**src/rtl/gfc_pkg.sv**
```systemverilog
package gfc_pkg;
  localparam int unsigned GFC_FIELD_W = 4;
  localparam int unsigned GFC_DELAY   = 6;
endpackage

```
**src/rtl/gfc_delay_timer.sv**
```systemverilog
module gfc_delay_timer #(
  parameter int unsigned DELAY = 6,
  parameter int unsigned W     = 4
) (
  input  logic         clk_i,
  input  logic         rst_ni,
  input  logic         load_i,
  input  logic         flush_i,
  input  logic [W-1:0] nib_i,
  output logic         fire_o,
  output logic [W-1:0] nib_o
);
  localparam int unsigned CNT_W = $clog2(DELAY + 1);
  localparam logic [CNT_W-1:0] CNT_INIT = CNT_W'(DELAY - 1);

  logic             pend_q;
  logic [CNT_W-1:0] cnt_q;
  logic [W-1:0]     nib_q;

  assign fire_o = pend_q && (cnt_q == '0);
  assign nib_o  = nib_q;

  always_ff @(posedge clk_i or negedge rst_ni) begin
    if (!rst_ni) begin
      pend_q <= 1'b0;
      cnt_q  <= '0;
      nib_q  <= '0;
    end else if (flush_i) begin
      pend_q <= 1'b0;
      cnt_q  <= '0;
    end else if (load_i) begin
      // newer strobe replaces any waiting field
      pend_q <= 1'b1;
      cnt_q  <= CNT_INIT;
      nib_q  <= nib_i;
    end else if (fire_o) begin
      pend_q <= 1'b0;
    end else if (pend_q) begin
      cnt_q <= cnt_q - 1'b1;
    end
  end

  p_delay_countdown_r3: assert property (@(posedge clk_i) disable iff (!rst_ni)
    (pend_q && !load_i && !flush_i && cnt_q != '0) |=> (pend_q && cnt_q == $past(cnt_q) - 1'b1));

  p_flush_cancels_r6: assert property (@(posedge clk_i) disable iff (!rst_ni)
    flush_i |=> !fire_o);
endmodule

```
**src/rtl/gfc_field_shifter.sv**
```systemverilog
module gfc_field_shifter #(
  parameter int unsigned W = 4
) (
  input  logic         clk_i,
  input  logic         rst_ni,
  input  logic         flush_i,
  input  logic         load_i,
  input  logic [W-1:0] field_i,
  output logic         ser_o,
  output logic         start_o
);
  localparam int unsigned LEFT_W = $clog2(W + 1);
  localparam logic [LEFT_W-1:0] LEFT_FULL = LEFT_W'(W);

  logic [W-1:0]      sh_q;
  logic [LEFT_W-1:0] left_q;
  logic              first_q;

  assign ser_o   = (left_q != '0) && sh_q[W-1];
  assign start_o = first_q;

  always_ff @(posedge clk_i or negedge rst_ni) begin
    if (!rst_ni) begin
      sh_q    <= '0;
      left_q  <= '0;
      first_q <= 1'b0;
    end else if (flush_i) begin
      sh_q    <= '0;
      left_q  <= '0;
      first_q <= 1'b0;
    end else if (load_i) begin
      sh_q    <= field_i;
      left_q  <= LEFT_FULL;
      first_q <= 1'b1;
    end else if (left_q != '0) begin
      sh_q    <= sh_q << 1;
      left_q  <= left_q - 1'b1;
      first_q <= 1'b0;
    end else begin
      first_q <= 1'b0;
    end
  end

  p_start_single_r2: assert property (@(posedge clk_i) disable iff (!rst_ni)
    (start_o && !load_i) |=> !start_o);

  p_shift_countdown_r1: assert property (@(posedge clk_i) disable iff (!rst_ni)
    (left_q != '0 && !load_i && !flush_i) |=> (left_q == $past(left_q) - 1'b1));

  p_idle_low_r9: assert property (@(posedge clk_i) disable iff (!rst_ni)
    (left_q == '0 && !load_i) |=> (!ser_o && !start_o));
endmodule

```
**src/rtl/gfc_serial_port.sv**
```systemverilog
module gfc_serial_port #(
  parameter int unsigned GFC_W = gfc_pkg::GFC_FIELD_W,
  parameter int unsigned DELAY = gfc_pkg::GFC_DELAY
) (
  input  logic             clk_i,
  input  logic             rst_ni,
  input  logic             cell_wr_i,
  input  logic [GFC_W-1:0] gfc_i,
  input  logic             lcd_i,
  output logic             gfc_ser_o,
  output logic             gfc_start_o
);
  logic             accept;
  logic             fire;
  logic [GFC_W-1:0] due_nib;

  assign accept = cell_wr_i && !lcd_i;

  gfc_delay_timer #(.DELAY(DELAY), .W(GFC_W)) u_timer (
    .clk_i   (clk_i),
    .rst_ni  (rst_ni),
    .load_i  (accept),
    .flush_i (lcd_i),
    .nib_i   (gfc_i),
    .fire_o  (fire),
    .nib_o   (due_nib)
  );

  gfc_field_shifter #(.W(GFC_W)) u_shift (
    .clk_i   (clk_i),
    .rst_ni  (rst_ni),
    .flush_i (lcd_i),
    .load_i  (fire),
    .field_i (due_nib),
    .ser_o   (gfc_ser_o),
    .start_o (gfc_start_o)
  );

  p_fire_starts_r3: assert property (@(posedge clk_i) disable iff (!rst_ni)
    (fire && !lcd_i) |=> (gfc_start_o && gfc_ser_o == $past(due_nib[GFC_W-1])));

  p_lcd_quiet_r4: assert property (@(posedge clk_i) disable iff (!rst_ni)
    lcd_i |=> (!gfc_ser_o && !gfc_start_o));

  p_wr_in_lcd_dropped_r7: assert property (@(posedge clk_i) disable iff (!rst_ni)
    (cell_wr_i && lcd_i) |=> !fire);
endmodule

```
**config.mk**
```make
export PLATFORM = sky130hd
export DESIGN_NAME = gfc_serial_port
export DESIGN_NICKNAME = d
export VERILOG_FILES = /design/src/rtl/gfc_pkg.sv /design/src/rtl/gfc_delay_timer.sv /design/src/rtl/gfc_field_shifter.sv /design/src/rtl/gfc_serial_port.sv
export SDC_FILE = /design/constraint.sdc
export NUM_CORES = 1
export LEC_CHECK = 0
export BUFFER_PORTS_ARGS = -buffer_cell sky130_fd_sc_hd__buf_2
export CORE_MARGIN = 2
export CORE_UTILIZATION = 30
export CTS_CLUSTER_DIAMETER = 200
export DETAILED_ROUTE_END_ITERATION = 6
export GPL_TIMING_DRIVEN = 0
export PLACE_DENSITY = 0.44
export SKIP_CTS_REPAIR_TIMING = 1
export SLEW_MARGIN = 10
export SYNTH_ARGS = -nofsm -noshare
export SYNTH_HDL_FRONTEND = slang
export SYNTH_SLANG_ARGS = --single-unit
```
**constraint.sdc**
```tcl
create_clock -name clk_i -period 1.8 [get_ports clk_i]
set_clock_uncertainty 0.1 [all_clocks]
set_input_delay 0 -clock clk_i [delete_from_list [all_inputs] [get_ports clk_i]]
set_output_delay 0 -clock clk_i [all_outputs]
set_load 0.1 [all_outputs]
```
# --- Word level (Yosys, flattened, before mapping) ---
# Index checks and enable logic that the tools add are counted.
totals:
  register_bits: 16
  word_cells: 36
classes:
  n_addsub: 2
  n_eq_ne: 1
  muxes: 15
  bitwise: 1
  n_reduce_logical: 11
ops:
  columns: ["op", "n"]
  rows:
  - ["3-bit 2-to-1 mux", 7]
  - ["4-bit 2-to-1 mux", 3]
  - ["3-bit nonzero test", 4]
  - ["3-bit by 1-bit subtractor with 3-bit output, second input constant", 2]
  - ["1-bit 2-to-1 mux", 5]
  - ["2-bit AND reduction", 2]
  - ["1-bit logical AND", 3]
  - ["3-bit logical NOT", 1]
  - ["3-bit != test, second input constant", 1]
  - ["1-bit logical NOT", 1]
  - ["1-bit NOT", 1]

# --- Logic depth before layout (Yosys ltp) ---
# Gate-level depths: netlist (run 1).
logic_depth:
  word_depth: 5
  ltp_mapped: 6
  depth_no_buf: 5

# --- Cells and area by module ---
# Synthesis (run 1) repeated with hierarchy kept, for this count alone.
unflattened:
  cells_unflattened: 75
  hier_area_um2: 803.3
modules_own_cells:
  columns: ["mod", "n_inst", "cells_each", "area_per_inst_um2"]
  rows:
  - ["gfc_field_shifter", 1, 40, 417.9]
  - ["gfc_delay_timer", 1, 34, 371.6]
  - ["gfc_serial_port", 1, 1, 13.8]

# --- Least setup slack after synthesis (run 1) ---
# OpenSTA, ideal clock, no wires.
synth_path:
  path_type: "register -> output"
  from: "reg u_shift.left_q[0]"
  to: "out gfc_ser_o"
  t_arrival_ns: 1.597
  t_required_ns: 1.700
  slack_ns: 0.103
  stages_incl_launch_ff: 6
  cell_sequence: "dfrtp_1 -> inv_1 -> ha_1 -> nand2b_1 -> buf_2 -> and2_1"
synth_via:
  elab_chain_len: 2
synth_rtl:
  columns: ["element", "line_no", "source"]
  rows:
  - ["from (decl)", "gfc_field_shifter.sv:16", "logic [LEFT_W-1:0] left_q;"]
  - ["from (signal assigned)", "gfc_field_shifter.sv:37", "left_q <= left_q - 1'b1;"]
  - ["3-bit nonzero test", "gfc_field_shifter.sv:19", "assign ser_o = (left_q != '0) && sh_q[W-1];"]
  - ["1-bit logical AND", "gfc_field_shifter.sv:19", null]
  - ["to (decl)", "gfc_serial_port.sv:10", "output logic gfc_ser_o,"]
# No other way between the ends.

# --- Final worst setup path (run 1) ---
# Ends and elaborated chain as after synthesis.

==> summary by stage, run 1 <==
Power
The largest vdd supply drop is between 0.0006 and 0.0007 V. The analysis attributes to cell leakage a power of about 0.45 nW. Power spread over the standard cell area amounts to around 1100 nW/um2.

CTS
The clock insertion delay at the later pin of the skew report is just under 300 ps. Clock-pin slew was measured on the worst setup and hold paths at about 100 ps. The root buffer selected by CTS is sky130_fd_sc_hd__clkbuf_4. The total clock buffers created by CTS is 3.

TritonCTS built the clock tree. CTS built an H-tree with a depth of 1. The tree built by TritonCTS fans out to 16 sinks.

The longest clock path from root to sink contains 2 buffers.

GRT
The first global-routing pass estimated around 2.4 mm of wire. Global routing finished with a remaining overflow of 0. In the global route stage, overall resource usage came out at 0.121. The largest net degree at the start of global routing is 17.

The number of antenna violations at the first check in global routing is 0. The number of global-route vias before repair is roughly 520.

Critical path
The logic depth of the worst path, buffers included is 6. In this design, the largest share of critical-path delay is due to buffers and inverters. The worst setup path is of the reg2out kind.

The destination of the worst register-to-register timing path is u_shift.sh_q[0]. The type of element capturing the critical path is an output port. The highest net fanout along the worst path is 8. The count of cells along the worst register-to-register path is 5. The delay of the slowest critical-path stage is 380 ps. The critical path contains buffers and inverters numbering 3 combined. In this run the critical register-to-register path is launched from u_timer.cnt_q[0].

The cell at the slowest stage of the critical path is sky130_fd_sc_hd__dfrtp_1. For the worst setup path, the data arrival time is 1570 ps. The worst setup path is launched from a flop. The data required time of the worst path is roughly 1700 ps.

The worst register-to-register path has a setup slack of ~220 ps. The critical path goes through inv_1 > ha_1 > nand2b_1 > clkbuf_4 > and2_1 > buf_8.

Detailed routing
The number of detailed-route iterations in the first pass is 4. For this run, design rule violations remaining after detail routing come to 0. Dividing the detail-routed wire length by the instance count gives between 10 and 15 um. The routed layout has 560 vias. The routed via count divided by cell count is roughly 4.7. After the first detailed-routing iteration, the DRC count stood at 7. The remaining antenna violation count after routing is 0. The total routed wirelength is roughly 1.5 mm.

Layout
After routing the design area is slightly below 1000 um2. The synthesis-to-finish area growth is 25.7%. Leaving out filler cells and counting taps, the final layout contains approximately 120. The net total in the final layout is 102. Summing all flip-flop and latch instances after layout gives 400 um2.

The number of antenna diodes in the final layout is 0. The share of cells above drive strength 1 is 0.225. The total area of multi-input combinational cells is approximately 350 um2. The layout has around 260 filler cells.

Placement
The HPWL after detailed placement is approximately 1 mm. The number of buffers inserted by port buffering is 9. The placed instance count is approximately 110.

At the end of routability-driven placement, the weighted congestion stood at 0.619. The placed instances occupy a cell area of 867 um2.

Timing
Setup repair after global routing left no endpoint under its margin. The period utilization is 0.927. The number of slew-limit violations in the final report is 0. Static timing analysis puts the maximum clock frequency at 599 MHz.

The headroom to the max-slew limit is 0.680. The shortest clock period the worst path allows after layout is between 1500 and 2000 ps. Setup violations remaining at the end of the flow were counted as 0. The tightest hold path in the finished design has a slack of around 35 ps. The total count of hold-check failures in the final report is 0. The worst-margin pin slew is approximately 480 ps.

Logic synthesis
The synthesized netlist cell count is 69. The cell taking the most area after synthesis is sky130_fd_sc_hd__dfrtp_1. Yosys attributes the largest share of cell area to sky130_fd_sc_hd__dfrtp_1, sky130_fd_sc_hd__ha_1, sky130_fd_sc_hd__mux2_2. The sequential cell area fraction in the yosys report is 0.510. Dividing the synthesized area by the synthesized cell count gives 11.4 um2. The count of unique library cells instantiated by Yosys is 25. In this run, synthesis inferred 0 flip-flops with an integrated enable.

The synthesized net count is 81. The number of synthesized register bits is 16. The total of warnings raised by yosys is 0.

In the post-synthesis netlist, the cell with the most instances is sky130_fd_sc_hd__dfrtp_1. The commonest cells after synthesis are sky130_fd_sc_hd__dfrtp_1, sky130_fd_sc_hd__nor2_1, sky130_fd_sc_hd__a211oi_1. The proportion of synthesized flip-flops having asynchronous set or reset is 1.00. The most used flip-flop cell after synthesis is sky130_fd_sc_hd__dfrtp_1. The synthesized netlist occupies a cell area of ~780 um2. The share of the synthesized area in the top cell type is 0.510.

Die
In this run the standard cell core region covers roughly 2500 um2. The initial utilization of the core area, before any placement, comes to 0.317. The die covers approximately 3000 um2.

The die outline width is 55.1 um. The die span in y is between 50 and 60 um. Pin placement for this block handled 10 I/O pins. The number of placement rows is 18.

Worst hold path
The min-delay analysis places its worst path in the category in2async.

Flow run
The max-capacitance violation count is 0.

Outcome
The run finished with clean final reports.
==> where the power goes <==
part           total, mW  switching (mW)  internal, mW
clock network      0.242           0.119         0.123
logic              0.401           0.210         0.191
registers          0.455          0.0341         0.420
total               1.10           0.363         0.734
==> cell usage in the layout, fill, tap and decap left out <==
cell and count:
sky130_fd_sc_hd__dfrtp_1 16, sky130_fd_sc_hd__nor2_1 9, sky130_fd_sc_hd__buf_2 8, sky130_fd_sc_hd__dlygate4sd3_1 7, sky130_fd_sc_hd__a211oi_1 5, sky130_fd_sc_hd__inv_1 4, sky130_fd_sc_hd__clkbuf_4 4, sky130_fd_sc_hd__mux2_2 4
sky130_fd_sc_hd__mux2i_1 4, sky130_fd_sc_hd__ha_1 4, sky130_fd_sc_hd__a21oi_1 3, sky130_fd_sc_hd__nand2b_1 2, sky130_fd_sc_hd__nand3b_1 2, sky130_fd_sc_hd__nor3_1 2, sky130_fd_sc_hd__and2_1 1, sky130_fd_sc_hd__clkbuf_1 1
sky130_fd_sc_hd__buf_6 1, sky130_fd_sc_hd__and4b_1 1, sky130_fd_sc_hd__and2b_1 1, sky130_fd_sc_hd__and3b_4 1, sky130_fd_sc_hd__nand2_1 1, sky130_fd_sc_hd__or3b_1 1, sky130_fd_sc_hd__a2111oi_0 1, sky130_fd_sc_hd__xnor2_1 1
sky130_fd_sc_hd__a21o_1 1, sky130_fd_sc_hd__a21boi_0 1, sky130_fd_sc_hd__a311oi_1 1, sky130_fd_sc_hd__clkbuf_8 1, sky130_fd_sc_hd__buf_8 1
==> per-stage QoR <==
stage               setup WS, ps  power [mW]   util  setup TNS (ps)
detailed placement           233       0.841  0.350               0
finish                       131        1.10  0.398               0
floorplan                    103       0.761      -               0
global route                7.02        1.19  0.398               0
CTS                        -95.3        1.08  0.365           -95.3
global placement             258       0.833  0.350               0
==> layout make-up <==
| class | count | share of cell area |
|---|---|---|
| well taps | 30 | 0.0381 |
| inverters | 4 | 0.0152 |
| multi-input cells | 46 | 0.354 |
| flip-flops and latches | 16 | 0.406 |
| plain buffers | 3 | 0.0228 |
| clock buffers | 4 | 0.0368 |
| repair buffers | 16 | 0.127 |
==> worst max-delay path by stage <==
stage / from / endpoint / slack [ps]
floorplan: u_shift.left_q[0] / gfc_ser_o / 100
global placement: u_shift.left_q[0] / gfc_ser_o / 260
detailed placement: u_shift.left_q[0] / gfc_ser_o / 230
CTS: u_shift.left_q[0] / gfc_ser_o / -100
global route: u_shift.left_q[0] / gfc_ser_o / 7
finish: u_shift.left_q[0] / gfc_ser_o / 130
==> registers in the layout (all words and copies together), names as in the netlist <==
| signal | cells |
|---|---|
| u_timer.nib_o | 4 |
| u_timer.cnt_q | 3 |
| u_timer.pend_q | 1 |
| u_shift.left_q | 3 |
| u_shift.sh_q | 4 |
| u_shift.start_o | 1 |
==> routing by layer <==
metal,vias up,GRT usage,part of all wire
met5,-,0,0
met4,0,0.0732,0.018
met3,4,0.0349,0.028
met1,267,0.160,0.50
li1,281,-,-
met2,8,0.173,0.45
==> cell families (layout without fill, tap and decap cells) <==
family,Yosys count,count (layout),synth area share
simple gates,21,21,0.153
fa+ha+maj,4,4,0.0638
xor+xnor,1,1,0.0112
compound gates,12,12,0.108
mux,8,8,0.108
buf+inv,7,27,0.0446
flops,16,16,0.510
No activity file was read; power rests on OpenSTA's default activity.
==> inputs of run 2 (changes only) <==
--- a/config.mk
+++ b/config.mk
@@ -6,14 +6,13 @@
 export NUM_CORES = 1
 export LEC_CHECK = 0
 export BUFFER_PORTS_ARGS = -buffer_cell sky130_fd_sc_hd__buf_2
-export CORE_MARGIN = 2
-export CORE_UTILIZATION = 30
+export CORE_UTILIZATION = 40
 export CTS_CLUSTER_DIAMETER = 200
 export DETAILED_ROUTE_END_ITERATION = 6
 export GPL_TIMING_DRIVEN = 0
-export PLACE_DENSITY = 0.44
+export PLACE_DENSITY = 0.56
 export SKIP_CTS_REPAIR_TIMING = 1
-export SLEW_MARGIN = 10
+export SLEW_MARGIN = 40
 export SYNTH_ARGS = -nofsm -noshare
 export SYNTH_HDL_FRONTEND = slang
 export SYNTH_SLANG_ARGS = --single-unit
==> summary by stage, run 2 (synthesized netlist as in run 1, its figures left out) <==
Worst hold path
The min-delay analysis places its worst path in the category in2async.

GRT
The global routing stage identified its most utilized layer as met2. The overall global routing resource usage is 0.169. For this run, global-route usage on met1 was measured as 0.198. The remaining global-route overflow is 0.

The number of antenna violations at the first check in global routing was 0. The number of global-route vias before repair is around 550. The largest net degree at the start of global routing is 17.

The met2 demand-to-capacity share in global routing is 0.279. The wire length of the first global-routing pass is roughly 2.4 mm. For this run, global-route usage on met3 was measured as 0.0353.

Die
The total core area is between 1500 and 2000 um2. The floorplan step set the die height to 46.3 um. The die is roughly 46 um wide. The die covers ~2100 um2. For this configuration, the core starts out at a cell density of 0.440. The top-level port count is 10. The number of placement rows is 15.

Timing
The worst-margin pin slew is around 480 ps. The achievable frequency is ~600 MHz. The number of slew-limit violations in the final report is 0.

The final setup violation count is 0. The worst path setup slack after routing is between 100 and 150 ps. The total count of hold-check failures in the final report is 0. The routed design could run at a clock period as short as 1670 ps. The period utilization is 0.930. The worst pin sits at a relative slew slack of 0.679. Setup repair after global routing left no endpoint under its margin.

Layout
The final-layout fill cell count is around 170. The number of antenna diodes in the final layout is 0. Leaving out fill and tap cells, the most frequent cells in the layout are sky130_fd_sc_hd__dfrtp_1, sky130_fd_sc_hd__nor2_1, sky130_fd_sc_hd__buf_2.

The most frequent standard cell in the layout excluding fill and tap cells is sky130_fd_sc_hd__dfrtp_1. In the final layout, the share of cells above drive strength 1 is 0.225. The synthesis-to-finish area growth is 24.9%.

The net count of the finished layout is just over 100. The end-of-flow core utilization is 0.549. The final design area excluding fillers is approximately 980 um2.

CTS
After clock tree synthesis, the clock-pin slew on the worst setup and hold paths is 100 ps. The TritonCTS clock tree is done. Buffers inserted during clock tree synthesis total 3. The total clock sinks is 16. The cell sitting at the root of the clock tree is a sky130_fd_sc_hd__clkbuf_4. The clock passes through at most 2 buffers. The clock insertion delay at the later pin of the skew report is approximately 280 ps. The number of levels the H-tree was split into is 1.

Detailed routing
The remaining antenna violation count after routing is 0. Using the TritonRoute via totals, the vias-per-cell ratio works out to 4.93. The via total after detailed routing is 562. After detailed routing, the total wire length is 1.48 mm. After detailed routing, the average wire length per cell comes to about 13 um. For this run, design rule violations remaining after detail routing come to 0. The first routing iteration left 4 violations. The first detailed-routing pass ran for 4 iterations.

Placement
The number of buffers inserted by port buffering is 9. At the end of routability-driven placement, the weighted congestion stood at 0.666. The HPWL after detailed placement is ~990 um. At the placement stage, the worst setup path has a slack of about 230 ps. Once placement finished, the instance area stood at roughly 860 um2.

Critical path
The worst setup path is launched from a flop. The type of element capturing the critical path is an output port. The most critical setup path has its endpoint at gfc_ser_o. Counting cells, the worst reg-to-reg path comes to 6.

The class of the most critical setup path is reg2out. The worst register-to-register path has a setup slack of ~230 ps. The highest net fanout along the worst path is 8.

The destination of the worst register-to-register timing path is u_shift.sh_q[0]. For the worst setup path, the data arrival time is around 1600 ps. The beginning of the worst register-to-register path is u_shift.left_q[0]. At the worst endpoint, the required time is 1700 ps. The critical path starts at u_shift.left_q[0].

Power
The cell leakage power is 0.451 nW. In this run the power density over the cells is about 1100 nW/um2. The design draws about 1.1 mW.

The worst-case IR drop observed on VDD is 0.000525 V.

Outcome
The run finished with clean final reports.

Flow run
Max-cap violations in this run came to 0.
## run 2: cell counts in the layout (fill, tap and decap cells not counted)
No cell type changed its count.
## run 2: layout make-up
type	instances	area, um2	share of cell area
flip-flops and latches	16	400	0.409
multi-input cells	46	349	0.356
repair buffers	16	125	0.128
clock buffers	4	36.3	0.0370
well taps	25	31.3	0.0319
plain buffers	3	22.5	0.0230
inverters	4	15.0	0.0153
## run 2: critical path: stages, from the launching register on
cell and delay [ps]:
sky130_fd_sc_hd__dfrtp_1 380, sky130_fd_sc_hd__inv_1 60, sky130_fd_sc_hd__ha_1 210, sky130_fd_sc_hd__nand2b_1 70
sky130_fd_sc_hd__clkbuf_4 190, sky130_fd_sc_hd__and2_1 170, sky130_fd_sc_hd__buf_8 200
## run 2: where the power goes
| group | switching, mW | internal (mW) | total [mW] |
|---|---|---|---|
| sequential | 0.0342 | 0.420 | 0.455 |
| clock | 0.118 | 0.123 | 0.241 |
| combinational | 0.207 | 0.191 | 0.398 |
## run 2: metal layers
metal | part of all wire | up-vias
li1 | - | 285
met1 | 0.46 | 271
met2 | 0.51 | 4
met3 | 0.018 | 2
met4 | 0.0095 | 0
met5 | 0 | -
## run 2: worst min path at each step
| stage | startpoint | depth (start not counted) | end | slack [ps] |
|---|---|---|---|---|
| floorplan | rst_ni | 0 | u_shift.left_q[0] | -400 |
| global placement | rst_ni | 1 | u_timer.nib_o[3] | -170 |
| detailed placement | rst_ni | 1 | u_timer.nib_o[3] | -160 |
| CTS | rst_ni | 1 | u_shift.left_q[2] | -490 |
| global route | rst_ni | 2 | u_timer.nib_o[3] | 70 |
| finish | rst_ni | 2 | u_timer.nib_o[3] | 40 |
## run 2: stage by stage
step	instances	hold WS, ps	TNS, ps
2_1_floorplan	69	-396	0
3_3_place_gp	103	-169	0
3_5_place_dp	103	-165	0
4_1_cts	107	-490	-104
5_1_grt	114	65.6	0
6_report	114	40.8	0
